File: src/rtl/cache_pkg.sv
package cache_pkg;
  typedef enum logic [2:0] {
    ST_IDLE,
    ST_LOOKUP,
    ST_WBACK,
    ST_FILL,
    ST_DONE
  } cache_st_e;
endpackage

File: src/rtl/cache_way_match.sv
module cache_way_match #(
  parameter int WAYS  = 2,
  parameter int TAG_W = 2,
  localparam int WAY_W = (WAYS > 1) ? $clog2(WAYS) : 1
) (
  input  logic [WAYS-1:0]            valid_v,
  input  logic [WAYS-1:0][TAG_W-1:0] tags_v,
  input  logic [TAG_W-1:0]           tag_in,
  output logic                       hit,
  output logic [WAY_W-1:0]           hit_way
);
  always_comb begin
    hit     = 1'b0;
    hit_way = '0;
    for (int w = WAYS - 1; w >= 0; w--) begin
      if (valid_v[w] && (tags_v[w] == tag_in)) begin
        hit     = 1'b1;
        hit_way = WAY_W'(w);
      end
    end
  end
endmodule

File: src/rtl/cache_lru.sv
module cache_lru #(
  parameter int SETS = 2,
  parameter int WAYS = 2,
  localparam int SET_W = (SETS > 1) ? $clog2(SETS) : 1,
  localparam int WAY_W = (WAYS > 1) ? $clog2(WAYS) : 1
) (
  input  logic             clk,
  input  logic             rst_n,
  input  logic             touch_en,
  input  logic [SET_W-1:0] touch_set,
  input  logic [WAY_W-1:0] touch_way,
  input  logic [SET_W-1:0] query_set,
  output logic [WAY_W-1:0] lru_way
);
  // age 0 = most recent, WAYS-1 = oldest; ages in a set form a permutation
  logic [WAY_W-1:0] age [SETS][WAYS];

  always_ff @(posedge clk) begin
    if (!rst_n) begin
      for (int s = 0; s < SETS; s++)
        for (int w = 0; w < WAYS; w++)
          age[s][w] <= WAY_W'(w);
    end else if (touch_en) begin
      for (int w = 0; w < WAYS; w++) begin
        if (WAY_W'(w) == touch_way)
          age[touch_set][w] <= '0;
        else if (age[touch_set][w] < age[touch_set][touch_way])
          age[touch_set][w] <= age[touch_set][w] + 1'b1;
      end
    end
  end

  always_comb begin
    lru_way = '0;
    for (int w = 0; w < WAYS; w++)
      if (age[query_set][w] == WAY_W'(WAYS - 1))
        lru_way = WAY_W'(w);
  end
endmodule

File: src/rtl/cache_victim_sel.sv
module cache_victim_sel #(
  parameter int WAYS = 2,
  localparam int WAY_W = (WAYS > 1) ? $clog2(WAYS) : 1
) (
  input  logic [WAYS-1:0]  valid_v,
  input  logic [WAY_W-1:0] lru_way,
  output logic [WAY_W-1:0] victim_way
);
  logic             have_free;
  logic [WAY_W-1:0] free_way;

  always_comb begin
    have_free = 1'b0;
    free_way  = '0;
    for (int w = WAYS - 1; w >= 0; w--) begin
      if (!valid_v[w]) begin
        have_free = 1'b1;
        free_way  = WAY_W'(w);
      end
    end
    victim_way = have_free ? free_way : lru_way;
  end
endmodule

File: src/rtl/wb_cache.sv
module wb_cache
  import cache_pkg::*;
#(
  parameter int ADDR_W = 4,
  parameter int SETS   = 2,
  parameter int WAYS   = 2,
  parameter int BLK    = 2
) (
  input  logic                clk,
  input  logic                rst_n,
  input  logic                req_valid,
  output logic                req_ready,
  input  logic                req_write,
  input  logic [ADDR_W-1:0]   req_addr,
  input  logic [7:0]          req_wdata,
  output logic                rsp_valid,
  output logic                rsp_hit,
  output logic [7:0]          rsp_rdata,
  output logic                mem_req_valid,
  output logic                mem_req_write,
  output logic [ADDR_W-1:0]   mem_req_addr,
  output logic [8*BLK-1:0]    mem_wdata,
  input  logic                mem_done,
  input  logic [8*BLK-1:0]    mem_rdata
);
  localparam int OFF_W  = $clog2(BLK);
  localparam int SET_W  = $clog2(SETS);
  localparam int TAG_W  = ADDR_W - SET_W - OFF_W;
  localparam int WAY_W  = (WAYS > 1) ? $clog2(WAYS) : 1;
  localparam int LINE_W = 8 * BLK;

  // address arithmetic kept in functions
  function automatic logic [TAG_W-1:0] f_tag(input logic [ADDR_W-1:0] a);
    return a[ADDR_W-1 -: TAG_W];
  endfunction
  function automatic logic [SET_W-1:0] f_set(input logic [ADDR_W-1:0] a);
    return a[OFF_W +: SET_W];
  endfunction
  function automatic logic [OFF_W-1:0] f_off(input logic [ADDR_W-1:0] a);
    return a[OFF_W-1:0];
  endfunction
  function automatic logic [ADDR_W-1:0] f_blk(input logic [TAG_W-1:0] t, input logic [SET_W-1:0] s);
    return {t, s, {OFF_W{1'b0}}};
  endfunction

  cache_st_e         state;
  logic              q_write;
  logic [ADDR_W-1:0] q_addr;
  logic [7:0]        q_wdata;
  logic              q_missed;
  logic [WAY_W-1:0]  victim_q;
  logic [7:0]        rdata_q;
  logic              hit_q;

  logic             valid_a [SETS][WAYS];
  logic             dirty_a [SETS][WAYS];
  logic [TAG_W-1:0] tag_a   [SETS][WAYS];
  logic [LINE_W-1:0] data_a [SETS][WAYS];

  logic [SET_W-1:0]            cur_set;
  logic [TAG_W-1:0]            cur_tag;
  logic [OFF_W-1:0]            cur_off;
  logic [WAYS-1:0]             set_valid;
  logic [WAYS-1:0][TAG_W-1:0]  set_tags;
  logic                        hit;
  logic [WAY_W-1:0]            hit_way;
  logic [WAY_W-1:0]            lru_way;
  logic [WAY_W-1:0]            alloc_way;
  logic                        alloc_dirty;

  // named events for the checker
  logic ev_hit, ev_miss, ev_wb_done, ev_fill_done, evict_dirty;

  assign cur_set = f_set(q_addr);
  assign cur_tag = f_tag(q_addr);
  assign cur_off = f_off(q_addr);

  always_comb begin
    for (int w = 0; w < WAYS; w++) begin
      set_valid[w] = valid_a[cur_set][w];
      set_tags[w]  = tag_a[cur_set][w];
    end
  end

  cache_way_match #(.WAYS(WAYS), .TAG_W(TAG_W)) i_match (
    .valid_v (set_valid),
    .tags_v  (set_tags),
    .tag_in  (cur_tag),
    .hit     (hit),
    .hit_way (hit_way)
  );

  assign ev_hit       = (state == ST_LOOKUP) && hit;
  assign ev_miss      = (state == ST_LOOKUP) && !hit;
  assign ev_wb_done   = (state == ST_WBACK) && mem_done;
  assign ev_fill_done = (state == ST_FILL) && mem_done;

  cache_lru #(.SETS(SETS), .WAYS(WAYS)) i_lru (
    .clk       (clk),
    .rst_n     (rst_n),
    .touch_en  (ev_hit || ev_fill_done),
    .touch_set (cur_set),
    .touch_way (ev_hit ? hit_way : victim_q),
    .query_set (cur_set),
    .lru_way   (lru_way)
  );

  cache_victim_sel #(.WAYS(WAYS)) i_victim (
    .valid_v    (set_valid),
    .lru_way    (lru_way),
    .victim_way (alloc_way)
  );

  assign alloc_dirty = valid_a[cur_set][alloc_way] && dirty_a[cur_set][alloc_way];
  assign evict_dirty = valid_a[cur_set][victim_q] && dirty_a[cur_set][victim_q];

  assign req_ready     = (state == ST_IDLE);
  assign rsp_valid     = (state == ST_DONE);
  assign rsp_hit       = hit_q;
  assign rsp_rdata     = rdata_q;
  assign mem_req_valid = (state == ST_WBACK) || (state == ST_FILL);
  assign mem_req_write = (state == ST_WBACK);
  assign mem_req_addr  = (state == ST_WBACK) ? f_blk(tag_a[cur_set][victim_q], cur_set)
                                             : f_blk(cur_tag, cur_set);
  assign mem_wdata     = data_a[cur_set][victim_q];

  // control, valid and dirty state
  always_ff @(posedge clk) begin
    if (!rst_n) begin
      state    <= ST_IDLE;
      q_write  <= 1'b0;
      q_addr   <= '0;
      q_wdata  <= '0;
      q_missed <= 1'b0;
      victim_q <= '0;
      rdata_q  <= '0;
      hit_q    <= 1'b0;
      for (int s = 0; s < SETS; s++)
        for (int w = 0; w < WAYS; w++) begin
          valid_a[s][w] <= 1'b0;
          dirty_a[s][w] <= 1'b0;
        end
    end else begin
      case (state)
        ST_IDLE: if (req_valid) begin
          q_write  <= req_write;
          q_addr   <= req_addr;
          q_wdata  <= req_wdata;
          q_missed <= 1'b0;
          state    <= ST_LOOKUP;
        end
        ST_LOOKUP: if (hit) begin
          hit_q <= !q_missed;
          if (q_write) begin
            dirty_a[cur_set][hit_way] <= 1'b1;
            rdata_q <= q_wdata;
          end else begin
            rdata_q <= data_a[cur_set][hit_way][int'(cur_off)*8 +: 8];
          end
          state <= ST_DONE;
        end else begin
          victim_q <= alloc_way;
          q_missed <= 1'b1;
          state    <= alloc_dirty ? ST_WBACK : ST_FILL;
        end
        ST_WBACK: if (mem_done) state <= ST_FILL;
        ST_FILL: if (mem_done) begin
          valid_a[cur_set][victim_q] <= 1'b1;
          dirty_a[cur_set][victim_q] <= 1'b0;
          state <= ST_LOOKUP;
        end
        ST_DONE: state <= ST_IDLE;
        default: state <= ST_IDLE;
      endcase
    end
  end

  // tag and data storage
  always_ff @(posedge clk) begin
    if (ev_fill_done) begin
      tag_a[cur_set][victim_q]  <= cur_tag;
      data_a[cur_set][victim_q] <= mem_rdata;
    end else if (ev_hit && q_write) begin
      data_a[cur_set][hit_way][int'(cur_off)*8 +: 8] <= q_wdata;
    end
  end
endmodule

File: config.mk
export PLATFORM = sky130hd
export DESIGN_NAME = wb_cache
export DESIGN_NICKNAME = d
export VERILOG_FILES = /design/src/rtl/cache_pkg.sv /design/src/rtl/cache_way_match.sv /design/src/rtl/cache_lru.sv /design/src/rtl/cache_victim_sel.sv /design/src/rtl/wb_cache.sv
export SDC_FILE = /design/constraint.sdc
export NUM_CORES = 1
export LEC_CHECK = 0
export BUFFER_PORTS_ARGS = -buffer_cell sky130_fd_sc_hd__buf_4
export CORE_ASPECT_RATIO = 0.5
export CORE_MARGIN = 1
export CORE_UTILIZATION = 50
export DETAILED_ROUTE_END_ITERATION = 10
export PLACE_DENSITY = 0.81
export REMOVE_ABC_BUFFERS = 1
export SLEW_MARGIN = 20
export SYNTH_ARGS = -nofsm -noshare
export SYNTH_HDL_FRONTEND = slang
export SYNTH_SLANG_ARGS = --single-unit
File: constraint.sdc
create_clock -name clk -period 6.49 [get_ports clk]
set_clock_uncertainty 0.05 [all_clocks]
set_input_delay 1.298 -clock clk [delete_from_list [all_inputs] [get_ports clk]]
set_output_delay 1.298 -clock clk [all_outputs]
set_load 0.02 [all_outputs]
==> metrics.log <==
INFO  metric status = complete, no violations
INFO  metric antennaDiodeCount = 0
INFO  metric boundaryPins = 66
INFO  metric ctsHoldBuffers = 0
INFO  metric yosys_warnings = 0
INFO  metric synth_top_family_by_area = multiplexers
INFO  metric synthXorXnorAreaFrac = 0.617%
INFO  metric die_area = 11,400 sq um
INFO  metric rsz_0062_raised_after_global_routing = no
INFO  metric per_cell_routed_wire_length = 19.8 microns
INFO  metric layout.cells.most_common_list = sky130_fd_sc_hd__edfxtp_1, sky130_fd_sc_hd__buf_4, sky130_fd_sc_hd__mux2i_1, sky130_fd_sc_hd__nand2_1, sky130_fd_sc_hd__mux2_2
INFO  metric first_pass_iters = 4
INFO  metric cellLeakagePower = 2.13 nW
INFO  metric r2r_end = data_a[0][4]
INFO  metric fillCellCount = 810
INFO  metric crit_path_start_kind = flop
INFO  metric synth_ff_type = sky130_fd_sc_hd__edfxtp_1
INFO  metric routed_wirelength = 12.4 mm
INFO  metric detail_route.iter0.violations = 335
INFO  metric number_of_failing_hold_endpoints_at_the_final_stage = 0
INFO  metric clock_sink_count = 112
INFO  metric final_min_period_over_clock_period = 57.7%
INFO  metric max_freq = 267 MHz
INFO  metric dp.cells = 608
INFO  metric max_slew_margin = 40.5%
INFO  metric synth-adder-area-share = 0%
INFO  metric row_count = 26
INFO  metric clkSlewWorstSetupHoldPaths = 0.07 ns
INFO  metric globalplace.congestion = 0.863
INFO  metric tightest_slew = 0.892 ns
INFO  metric cts_tree = yes
INFO  metric setup_viol_count_final = 0
INFO  metric grt_antenna_before_repair = 0
INFO  metric critPathRequiredTime = 6.43 ns
INFO  metric share_of_async_settable_or_async_resettable_flops_after_synthesis = 0%
INFO  metric drive_gt1_share = 29.1%
INFO  metric synthesis.area = 5470 sq um
INFO  metric viasPerCell = 5.99
INFO  metric dp_hpwl = 8.89 mm
INFO  metric wire_length_of_the_first_global_routing_pass = 19.5 mm
INFO  metric drc_errors = 0
INFO  metric sum_of_overflow_across_all_layers_after_global_routing = 0
INFO  metric pin_count_of_the_biggest_net_entering_global_routing = 46
INFO  metric worst-endpoint-arrival = 3.69 ns
INFO  metric total_power = 0.00158 W
INFO  metric sequential_to_total_area_share_from_yosys_stat = 55.8%
INFO  metric synth-compound-area-share = 8.60%
INFO  metric number_of_synthesized_register_bits = 112
INFO  metric post_cts_repair_timing_setup_buffer_count = 0
INFO  metric slew_viol_final = 0
INFO  metric layout.cells.most_common = sky130_fd_sc_hd__edfxtp_1
INFO  metric maxCapViolations = 0
INFO  metric die_w = 150 microns
INFO  metric synthMuxAreaShare = 21.4%
INFO  metric utilization = 60.4%
INFO  metric final_cell_count_no_fill = 624
INFO  metric setup.reg_to_reg.worst_slack = 2.74 ns
INFO  metric die_height = 76.0 microns
INFO  metric design.core.area = 10,400 sq um
INFO  metric synth_cell_type_count = 54
INFO  metric worst_r2r_path_depth = 7
INFO  metric netlist.area_leader.share = 44.4%
INFO  metric synthesis.instances = 430
INFO  metric cts_root_buf = sky130_fd_sc_hd__clkbuf_16
INFO  metric crit_path_max_fanout = 45
INFO  metric initial_utilization = 52.6%
INFO  metric vias_in_the_first_global_route = 3,744
INFO  metric worst_setup_path_end_kind = flop
INFO  metric min_delay_path_depth = 1
INFO  metric gr-usage-all-layers = 23.0%
INFO  metric timing.hold.worst.class = reg -> reg
INFO  metric clock_path_buffers = 2
INFO  metric hold-path-endpoint = rsp_hit
INFO  metric area_growth_syn_to_layout = 14.8%
INFO  metric post_synth_and_or_nand_nor_area_fraction = 10.4%
INFO  metric nNetsFinal = 512
INFO  metric min-delay-start = q_missed
INFO  metric routed-via-count = 3,740
INFO  metric drtAntennaViolNets = 0
INFO  metric fin_tns_setup = 0 ns
INFO  metric post_cts_resized = 0
INFO  metric cts_buffers = 9
INFO  metric insertion_delay = 0.36 ns
INFO  metric synth.avg_cell_area = 12.7 sq um
INFO  metric synthTopCellsByArea = sky130_fd_sc_hd__edfxtp_1, sky130_fd_sc_hd__dfxtp_1, sky130_fd_sc_hd__mux2i_1
INFO  metric synth-edff-count = 81
INFO  metric place.port_buffers = 64
INFO  metric finalCriticalPeriod = 3.75 ns
INFO  metric vdd.ir_drop.worst = 0.144 mV
INFO  metric synth.largest_area_cell = sky130_fd_sc_hd__edfxtp_1
INFO  metric power-per-cell-area = 252 nW/um^2
INFO  metric maximum_level_of_the_cts_h_tree = 3
INFO  metric criticalPathCategory = reg -> reg
worst max-delay path, stage by stage, from the launching register on:
cell                       delay [ns]
sky130_fd_sc_hd__dfxtp_2         0.31
sky130_fd_sc_hd__buf_4           0.55
sky130_fd_sc_hd__mux2i_1         0.28
sky130_fd_sc_hd__xnor2_2         0.40
sky130_fd_sc_hd__o2111a_2        0.49
sky130_fd_sc_hd__nor3b_4         0.57
sky130_fd_sc_hd__nor2_1          0.12
sky130_fd_sc_hd__nor2_1          0.57
routing by layer:
| layer | vias up | GRT usage (%) | part of all wire (%) | wire [microns] |
|---|---|---|---|---|
| met5 | - | 0 | 0 | 0 |
| met4 | 0 | 7.78 | 1.7 | 212 |
| met3 | 21 | 4.91 | 6.5 | 801 |
| met2 | 157 | 38.0 | 49 | 6070 |
| met1 | 1841 | 30.1 | 43 | 5300 |
| li1 | 1721 | - | - | - |
where the power goes:
part           internal [W]  switching (W)  total [W]
clock network      0.000265       0.000258   0.000523
logic              0.000103       0.000136   0.000239
registers          0.000786      0.0000336   0.000820
total               0.00115       0.000428    0.00158
state kept, by name, summed over array words and instances (netlist names), 3 cells and up, named ones only:
| register | count |
|---|---|
| data_a | 64 |
| dirty_a | 4 |
| i_lru.age | 4 |
| q_addr | 4 |
| q_wdata | 8 |
| rsp_rdata | 8 |
| state | 3 |
| tag_a | 8 |
| valid_a | 4 |
cells by family after synthesis:
family | count (synthesis)
AOI/OAI and AO/OA | 66
xor gates and xnor gates | 3
buffers and inverters | 39
DFF | 112
muxes | 96
other | 1
and+or+nand+nor | 113
layout make-up:
| class | instances | area (sq um) | area share, % |
|---|---|---|---|
| repair buffers | 66 | 495 | 7.88 |
| clock inverters | 5 | 40.0 | 0.637 |
| flip-flops and latches | 112 | 3050 | 48.6 |
| clock buffers | 11 | 233 | 3.70 |
| inverters | 11 | 41.3 | 0.657 |
| multi-input cells | 279 | 2250 | 35.7 |
| well taps | 140 | 175 | 2.79 |
metrics by stage:
step	instance area [sq um]	hold slack, ns	setup slack (ns)
2_1_floorplan	5340	0.364	2.47
3_3_place_gp	6010	0.380	2.89
3_5_place_dp	6010	0.375	2.79
4_1_cts	6280	0.385	2.75
5_1_grt	6280	0.406	2.48
6_report	6280	0.383	2.74
worst max path at each step:
stage	cells past startpoint	slack (ns)	end
floorplan	6	2.47	data_a[0][0]
global placement	7	2.89	data_a[1][2]
detailed placement	7	2.79	data_a[0][2]
CTS	7	2.75	data_a[0][7]
global route	7	2.48	data_a[1][6]
finish	7	2.74	data_a[0][4]
Yosys cell counts, types with 2 or more instances:
master	instances
sky130_fd_sc_hd__buf_6	2
sky130_fd_sc_hd__o211a_1	2
sky130_fd_sc_hd__mux4_2	12
sky130_fd_sc_hd__nand2_1	40
sky130_fd_sc_hd__buf_4	2
sky130_fd_sc_hd__o211ai_1	5
sky130_fd_sc_hd__and2_1	2
sky130_fd_sc_hd__inv_1	10
sky130_fd_sc_hd__or3_1	2
sky130_fd_sc_hd__o21ai_0	11
sky130_fd_sc_hd__nand2b_1	7
sky130_fd_sc_hd__nor2b_1	2
sky130_fd_sc_hd__dfxtp_1	31
sky130_fd_sc_hd__a31oi_1	2
sky130_fd_sc_hd__o221ai_1	4
sky130_fd_sc_hd__mux2i_1	49
sky130_fd_sc_hd__o2111ai_1	2
sky130_fd_sc_hd__and2_0	2
sky130_fd_sc_hd__o31ai_1	2
sky130_fd_sc_hd__buf_1	3
sky130_fd_sc_hd__buf_2	4
sky130_fd_sc_hd__nor3_1	6
sky130_fd_sc_hd__o21a_1	2
sky130_fd_sc_hd__mux2_2	34
sky130_fd_sc_hd__a21oi_1	23
sky130_fd_sc_hd__clkbuf_1	17
sky130_fd_sc_hd__nand3_1	16
sky130_fd_sc_hd__nor2_1	25
sky130_fd_sc_hd__o221ai_2	4
sky130_fd_sc_hd__nor3b_1	2
sky130_fd_sc_hd__edfxtp_1	81
sky130_fd_sc_hd__nand3b_1	2
Note: power is estimated with default switching activity, not from simulation.
